## src/rtl/pic_pkg.sv

```systemverilog
package pic_pkg;
  typedef enum logic [1:0] {
    LV_OFF = 2'd0,
    LV_1   = 2'd1,
    LV_2   = 2'd2,
    LV_3   = 2'd3
  } level_e;

  localparam int FIELDS_PER_REG = 8;
  localparam int NUM_FAST = 2;
endpackage

```

## src/rtl/pic_cfg_regs.sv

```systemverilog
module pic_cfg_regs
  import pic_pkg::*;
#(
  parameter int NUM_SRC   = 82,
  parameter int NUM_FIXED = 2,
  parameter int VEC_W     = 7,
  parameter int PC_W      = 16,
  parameter int DATA_W    = 16,
  parameter int BUS_AW    = 4
) (
  input  logic                      clk,
  input  logic                      rst_n,
  input  logic                      bus_sel,
  input  logic                      bus_wr,
  input  logic [BUS_AW-1:0]         bus_addr,
  input  logic [DATA_W-1:0]         bus_wdata,
  output logic [DATA_W-1:0]         bus_rdata,
  output logic [2*NUM_SRC-1:0]      src_lvl,
  output logic [PC_W-VEC_W-1:0]     vbase,
  output logic [NUM_FAST-1:0][VEC_W-1:0] fast_src,
  output logic [NUM_FAST-1:0][PC_W-1:0]  fast_addr
);
  localparam int PRIO_REGS = (NUM_SRC + FIELDS_PER_REG - 1) / FIELDS_PER_REG;
  localparam int PAD_W     = PRIO_REGS * DATA_W - 2 * NUM_SRC;
  localparam int VB_W      = PC_W - VEC_W;
  localparam int REG_VBASE = PRIO_REGS;
  localparam int REG_FAST0 = PRIO_REGS + 1;

  logic [PRIO_REGS-1:0][DATA_W-1:0] prio_q;
  logic [PRIO_REGS*DATA_W-1:0]      prio_view;

  genvar gi;
  generate
    for (gi = 0; gi < NUM_SRC; gi++) begin : g_field
      if (gi < NUM_FIXED) begin : g_fixed
        assign src_lvl[2*gi +: 2] = LV_3;
      end else begin : g_prog
        assign src_lvl[2*gi +: 2] =
          prio_q[gi/FIELDS_PER_REG][2*(gi%FIELDS_PER_REG) +: 2];
      end
    end
  endgenerate

  assign prio_view = {{PAD_W{1'b0}}, src_lvl};

  always_ff @(posedge clk or negedge rst_n) begin
    if (!rst_n) begin
      prio_q    <= '0;
      vbase     <= '0;
      for (int s = 0; s < NUM_FAST; s++) begin
        fast_src[s]  <= '1;
        fast_addr[s] <= '0;
      end
      bus_rdata <= '0;
    end else if (bus_sel) begin
      if (bus_wr) begin
        for (int r = 0; r < PRIO_REGS; r++)
          if (bus_addr == BUS_AW'(r)) prio_q[r] <= bus_wdata;
        if (bus_addr == BUS_AW'(REG_VBASE)) vbase <= bus_wdata[VB_W-1:0];
        for (int s = 0; s < NUM_FAST; s++) begin
          if (bus_addr == BUS_AW'(REG_FAST0 + 2*s))
            fast_src[s] <= bus_wdata[VEC_W-1:0];
          if (bus_addr == BUS_AW'(REG_FAST0 + 2*s + 1))
            fast_addr[s] <= bus_wdata[PC_W-1:0];
        end
      end else begin
        bus_rdata <= '0;
        for (int r = 0; r < PRIO_REGS; r++)
          if (bus_addr == BUS_AW'(r)) bus_rdata <= prio_view[r*DATA_W +: DATA_W];
        if (bus_addr == BUS_AW'(REG_VBASE))
          bus_rdata <= DATA_W'(vbase);
        for (int s = 0; s < NUM_FAST; s++) begin
          if (bus_addr == BUS_AW'(REG_FAST0 + 2*s))
            bus_rdata <= DATA_W'(fast_src[s]);
          if (bus_addr == BUS_AW'(REG_FAST0 + 2*s + 1))
            bus_rdata <= DATA_W'(fast_addr[s]);
        end
      end
    end
  end

  // a write never disturbs the read data register
  a_r10_write_keeps_rdata: assert property (@(posedge clk) disable iff (!rst_n)
    (bus_sel && bus_wr) |=> $stable(bus_rdata));
endmodule

```

## src/rtl/pic_lowest_enc.sv

```systemverilog
module pic_lowest_enc #(
  parameter int N  = 82,
  parameter int IW = 7
) (
  input  logic [N-1:0]  req,
  output logic          any,
  output logic [IW-1:0] idx
);
  always_comb begin
    any = |req;
    idx = '0;
    for (int i = N - 1; i >= 0; i--)
      if (req[i]) idx = IW'(i);
  end
endmodule

```

## src/rtl/pic_arbiter.sv

```systemverilog
module pic_arbiter
  import pic_pkg::*;
#(
  parameter int NUM_SRC = 82,
  parameter int VEC_W   = 7
) (
  input  logic [NUM_SRC-1:0]   irq_lines,
  input  logic [2*NUM_SRC-1:0] src_lvl,
  output logic                 win_any,
  output logic [1:0]           win_lvl,
  output logic [VEC_W-1:0]     win_vec
);
  localparam int NUM_LVL = 3;

  logic [NUM_LVL:1][NUM_SRC-1:0] lvl_req;
  logic [NUM_LVL:1]              lvl_any;
  logic [NUM_LVL:1][VEC_W-1:0]   lvl_idx;

  genvar gl, gs;
  generate
    for (gl = 1; gl <= NUM_LVL; gl++) begin : g_lvl
      for (gs = 0; gs < NUM_SRC; gs++) begin : g_src
        assign lvl_req[gl][gs] = irq_lines[gs] && (src_lvl[2*gs +: 2] == 2'(gl));
      end
      pic_lowest_enc #(.N(NUM_SRC), .IW(VEC_W)) u_enc (
        .req (lvl_req[gl]),
        .any (lvl_any[gl]),
        .idx (lvl_idx[gl])
      );
    end
  endgenerate

  always_comb begin
    win_any = 1'b0;
    win_lvl = LV_OFF;
    win_vec = '0;
    for (int l = 1; l <= NUM_LVL; l++)
      if (lvl_any[l]) begin
        win_any = 1'b1;
        win_lvl = 2'(l);
        win_vec = lvl_idx[l];
      end
  end
endmodule

```

## src/rtl/prio_irq_ctrl.sv

```systemverilog
module prio_irq_ctrl
  import pic_pkg::*;
#(
  parameter int          NUM_SRC    = 82,
  parameter int          NUM_FIXED  = 2,
  parameter int          VEC_W      = 7,
  parameter int          PC_W       = 16,
  parameter int          DATA_W     = 16,
  parameter int          BUS_AW     = 4,
  parameter logic [15:0] RESET_ADDR = 16'h0200
) (
  input  logic               clk,
  input  logic               rst_n,
  input  logic               bus_sel,
  input  logic               bus_wr,
  input  logic [BUS_AW-1:0]  bus_addr,
  input  logic [DATA_W-1:0]  bus_wdata,
  output logic [DATA_W-1:0]  bus_rdata,
  input  logic [NUM_SRC-1:0] irq_lines,
  input  logic [1:0]         core_mask,
  input  logic               low_power,
  output logic               irq_req,
  output logic [1:0]         irq_level,
  output logic [VEC_W-1:0]   irq_vector,
  output logic [PC_W-1:0]    vec_addr,
  output logic [NUM_FAST-1:0] fast_hit,
  output logic               wake
);
  logic [2*NUM_SRC-1:0]            src_lvl;
  logic [PC_W-VEC_W-1:0]           vbase;
  logic [NUM_FAST-1:0][VEC_W-1:0]  fast_src;
  logic [NUM_FAST-1:0][PC_W-1:0]   fast_addr;
  logic                            win_any;
  logic [1:0]                      win_lvl;
  logic [VEC_W-1:0]                win_vec;
  logic                            take;
  logic [NUM_FAST-1:0]             hit_d;
  logic [PC_W-1:0]                 addr_d;

  pic_cfg_regs #(
    .NUM_SRC(NUM_SRC), .NUM_FIXED(NUM_FIXED), .VEC_W(VEC_W),
    .PC_W(PC_W), .DATA_W(DATA_W), .BUS_AW(BUS_AW)
  ) u_regs (
    .clk(clk), .rst_n(rst_n), .bus_sel(bus_sel), .bus_wr(bus_wr),
    .bus_addr(bus_addr), .bus_wdata(bus_wdata), .bus_rdata(bus_rdata),
    .src_lvl(src_lvl), .vbase(vbase), .fast_src(fast_src), .fast_addr(fast_addr)
  );

  pic_arbiter #(.NUM_SRC(NUM_SRC), .VEC_W(VEC_W)) u_arb (
    .irq_lines(irq_lines), .src_lvl(src_lvl),
    .win_any(win_any), .win_lvl(win_lvl), .win_vec(win_vec)
  );

  assign take = win_any && (win_lvl > core_mask);

  always_comb begin
    hit_d  = '0;
    addr_d = {vbase, win_vec};
    for (int s = NUM_FAST - 1; s >= 0; s--)
      if (fast_src[s] == win_vec) begin
        hit_d  = '0;
        hit_d[s] = 1'b1;
        addr_d = fast_addr[s];
      end
  end

  always_ff @(posedge clk or negedge rst_n) begin
    if (!rst_n) begin
      irq_req    <= 1'b0;
      irq_level  <= '0;
      irq_vector <= '0;
      vec_addr   <= RESET_ADDR;
      fast_hit   <= '0;
      wake       <= 1'b0;
    end else begin
      irq_req  <= take;
      wake     <= low_power && win_any;
      fast_hit <= take ? hit_d : '0;
      if (take) begin
        irq_level  <= win_lvl;
        irq_vector <= win_vec;
        vec_addr   <= addr_d;
      end
    end
  end

  a_r5_req_above_mask: assert property (@(posedge clk) disable iff (!rst_n)
    irq_req |-> (irq_level > $past(core_mask)));
  a_r4_idle_no_req: assert property (@(posedge clk) disable iff (!rst_n)
    !(|irq_lines) |=> !irq_req);
  a_r8_wake_needs_lp: assert property (@(posedge clk) disable iff (!rst_n)
    !low_power |=> !wake);
  a_r7_fast_hit_single: assert property (@(posedge clk) disable iff (!rst_n)
    (fast_hit != '0) |-> (irq_req && $onehot0(fast_hit)));
  a_r9_addr_holds: assert property (@(posedge clk) disable iff (!rst_n)
    !irq_req |-> $stable(vec_addr));
endmodule

```

## config.mk

```make
export PLATFORM = sky130hd
export DESIGN_NAME = prio_irq_ctrl
export DESIGN_NICKNAME = d
export VERILOG_FILES = /design/src/rtl/pic_pkg.sv /design/src/rtl/pic_cfg_regs.sv /design/src/rtl/pic_lowest_enc.sv /design/src/rtl/pic_arbiter.sv /design/src/rtl/prio_irq_ctrl.sv
export SDC_FILE = /design/constraint.sdc
export NUM_CORES = 1
export LEC_CHECK = 0
export CAP_MARGIN = 25
export CORE_ASPECT_RATIO = 0.7
export CORE_UTILIZATION = 28
export CTS_BUF_LIST = sky130_fd_sc_hd__clkbuf_16
export DETAILED_ROUTE_END_ITERATION = 12
export GPL_TIMING_DRIVEN = 0
export PLACE_DENSITY_LB_ADDON = 0.3
export SLEW_MARGIN = 10
export SYNTH_ARGS = -nofsm -noshare
export SYNTH_HDL_FRONTEND = slang
export SYNTH_SLANG_ARGS = --single-unit
```

## constraint.sdc

```tcl
create_clock -name clk -period 5.1 [get_ports clk]
set_input_delay 1.02 -clock clk [delete_from_list [all_inputs] [get_ports clk]]
set_output_delay 1.02 -clock clk [all_outputs]
set_load 0.005 [all_outputs]
```

==> metrics <==
Hold Vio Cnt, Final=0; Required @ worst endpoint=5.56 ns; Final Max Slew Viols=0; Vias=between 15000 and 20000; initial antenna violation count=5; type of origin of the critical path=input port; Die ar.=around 0.063 mm^2; Starting Density=28.3%; # H-tree levels=1; Tot GR Track Use=27.9%; leading cell type in the layout, fill and taps excluded=dfrtp_1; largest net degree at the start of global routing=between 100 and 150; P&R area growth vs syn=26.1%; Clock Tree Root=clkbuf_16; Avg WL per Cell=31.2 um; DRT iter0 DRCs=between 2000 and 3000; CTS Buf Count=30; Cell variety after synth=95; Max Fclk=0.196 GHz; element type at the critical path end=register; nets=roughly 2200; TritonCTS clock tree=yes; CP max stage delay=just over 0.7 ns; final core occ=35.7%; input/output buffers=150; first-pass GRT wire length=about 130000 um; Die X=300 um; critical path type=in2reg; multi-input logic area=0.0110 mm^2; Reg area=0.00653 mm^2; Fillers=6221; Mean Syn Cell Area=9.48 um^2; Critical Path AT=5.56 ns; clk slew on worst S/H paths=0.06 ns; final worst-path cycle share=100%; diode count=0; io pins=approximately 150; number of synthesized flops with an enable pin=0; Placer Congestion=0.994; Max clock buf depth=3; clk_skew=approximately 0.019 ns; DRT Wirelength=90900 um; Ys Warns=0; outcome=finished, violations left; DRC=0; total chip power=9.23 mW; post-synth net total=1950; Critical Path Slowest Stage Cell=or4_1; maxcap violations=0; fin worst setup slack=-0.00601 ns; Synth Instances=1839; vias per cell=6.21; post-synthesis sequential area ratio=37.4%; clk sinks=260; fraction of layout cells with a size suffix above 1=20.7%; Yosys reg bits=260; maximum vdd drop=0.284 mV; Syn Std Cell Area=0.0174 mm^2; ANT nets after route=0; Leakage=9.26 nW; CP delay by family, top=simple AND/OR/NAND/NOR gates; minimum clock period=5.11 ns; worst path bufs/invs=4; ys flop type=dfrtp_1; drt first pass iters=6; die height=211 um; CP cell instances=clkdlybuf4s50_1 -> nand3_1 -> nand4_1 -> or4_1 -> nand4b_1 -> buf_4 -> buf_4 -> a211o_2 -> xor2_1 -> nand3_1 -> or3_1 -> buf_6 -> o31a_1 -> a211oi_4 -> o31ai_1; worst slew pin tran=1.10 ns; clk_lat worst skew=roughly 0.6 ns; Core Box Area=0.0615 mm^2; global route overflow=0; final setup violating endpoints=1; Pwr Density=420 mW/mm^2; HPWL Detailed=73600 um; most frequent cells in the layout=245 x dfrtp_1, 212 x mux2_2, 142 x clkdlybuf4s50_1, 137 x nand2_1, 115 x nand3_1; relative slew slack=a little over a quarter; TNS Setup=-0.00601 ns; Site Rows=76; Max FO, Critical Path=10; vias in the first global route=16300; worst hold path type=in2async; worst slack at placement=-2.21 ns; ys async rst share=100%; failing checks=negative setup slack
-- cell type report --
type	count	share of cell area (%)
Sequential cell	260	29.7
Inverter	21	0.364
Clock inverter	21	1.05
Clock buffer	30	3.42
Buffer	73	1.38
Multi-Input combinational cell	1485	50.0
Tap cell	819	4.66
Timing Repair Buffer	206	9.40
-- where the power goes --
part	internal [mW]	switching [mW]	leakage (nW)
registers	2.52	0.814	3.28
logic	1.57	2.10	5.50
clock network	1.27	0.960	0.479
-- final timing paths --
check | slack (ns) | startpoint | endpoint | depth (start not counted)
min in group clk | 0.48 | u_regs.bus_rdata[5] | u_regs.bus_rdata[5] | 2
max in group asynchronous | 3.77 | rst_n | vec_addr[0] | 2
worst max-delay path | -0.006 | irq_lines[60] | vec_addr[10] | 15
worst max register to register | 0.40 | u_regs.src_lvl[120] | vec_addr[10] | 14
worst min register to register | 0.48 | u_regs.bus_rdata[5] | u_regs.bus_rdata[5] | 2
worst min-delay path | 0.36 | rst_n | u_regs.src_lvl[87] | 1
-- cells by family (layout without fill, tap and decap cells) --
family                   after synthesis  count (layout)  share of synthesized area [%]
AO/OA/AOI/OAI                        428             428                           17.2
adder cells (fa/ha/maj)                2               2                          0.144
multiplexers                         223             223                           14.3
buffers and inverters                 94             351                           2.17
XOR/XNOR                              16              16                          0.847
AND/OR/NAND/NOR                      816             816                           27.8
flip-flops                           260             260                           37.4
-- per-stage QoR --
stage	hold WS, ns	std cells	cell area (um^2)
2_1_floorplan	0.460	1839	17400
3_3_place_gp	0.470	2808	20000
3_5_place_dp	0.470	2827	20200
4_1_cts	0.383	2904	21700
5_1_grt	0.402	2915	22000
6_report	0.363	2915	22000
-- Yosys cell counts, types with 8 or more instances --
| cell type | instances | share of area [%] |
|---|---|---|
| dfrtp_1 | 245 | 35 |
| mux2_2 | 212 | 14 |
| nand2_1 | 137 | 3.0 |
| nand3_1 | 115 | 3.3 |
| o21ai_0 | 108 | 3.1 |
| nand3b_1 | 105 | 4.5 |
| nor2_1 | 105 | 2.3 |
| and3b_1 | 82 | 4.1 |
| clkbuf_1 | 57 | 1.2 |
| a21oi_1 | 53 | 1.5 |
| nand4_1 | 46 | 1.7 |
| nor3_1 | 41 | 1.2 |
| a22oi_1 | 31 | 1.3 |
| a211oi_1 | 30 | 1.3 |
| nor4_1 | 29 | 1.0 |
| and3_1 | 26 | 0.93 |
| nand2b_1 | 23 | 0.83 |
| a31oi_1 | 21 | 0.75 |
| inv_1 | 20 | 0.43 |
| nor2b_1 | 19 | 0.68 |
| or4_1 | 16 | 0.69 |
| dfstp_2 | 15 | 2.3 |
| o211ai_1 | 15 | 0.65 |
| and2_1 | 14 | 0.50 |
| a21o_1 | 12 | 0.52 |
| a222oi_1 | 11 | 0.63 |
| buf_1 | 11 | 0.24 |
| mux2i_1 | 11 | 0.63 |
| nand4b_1 | 11 | 0.55 |
| o31ai_1 | 11 | 0.47 |
| a22o_1 | 10 | 0.50 |
| o2111ai_1 | 10 | 0.50 |
| o221ai_1 | 9 | 0.45 |
| a2111oi_0 | 8 | 0.40 |
| o31a_1 | 8 | 0.40 |
| xor2_1 | 8 | 0.40 |
-- sequential cells by signal, summed over array words and instances, names as in the netlist --
register and count:
u_regs.src_lvl 160, irq_level 2, irq_vector 7, wake 1
u_regs.fast_src 14, fast_hit 2, u_regs.vbase 9, u_regs.bus_rdata 16
u_regs.fast_addr 32, vec_addr 16, irq_req 1
-- per-layer routing --
metal	global-route usage [%]	up-vias	routed length, um
met5	0	-	13
met4	5.75	2	2230
met3	7.60	130	11100
met2	37.5	1103	35200
met1	43.3	9238	42300
li1	-	7634	-
-- what timing repair did --
item                       CTS  global route
hold buffers                 0             0
pin swaps                   14            11
buffers inserted            26             9
resized for setup           45            52
setup endpoints to repair   28            23
Note: power is estimated with default switching activity, not from simulation.
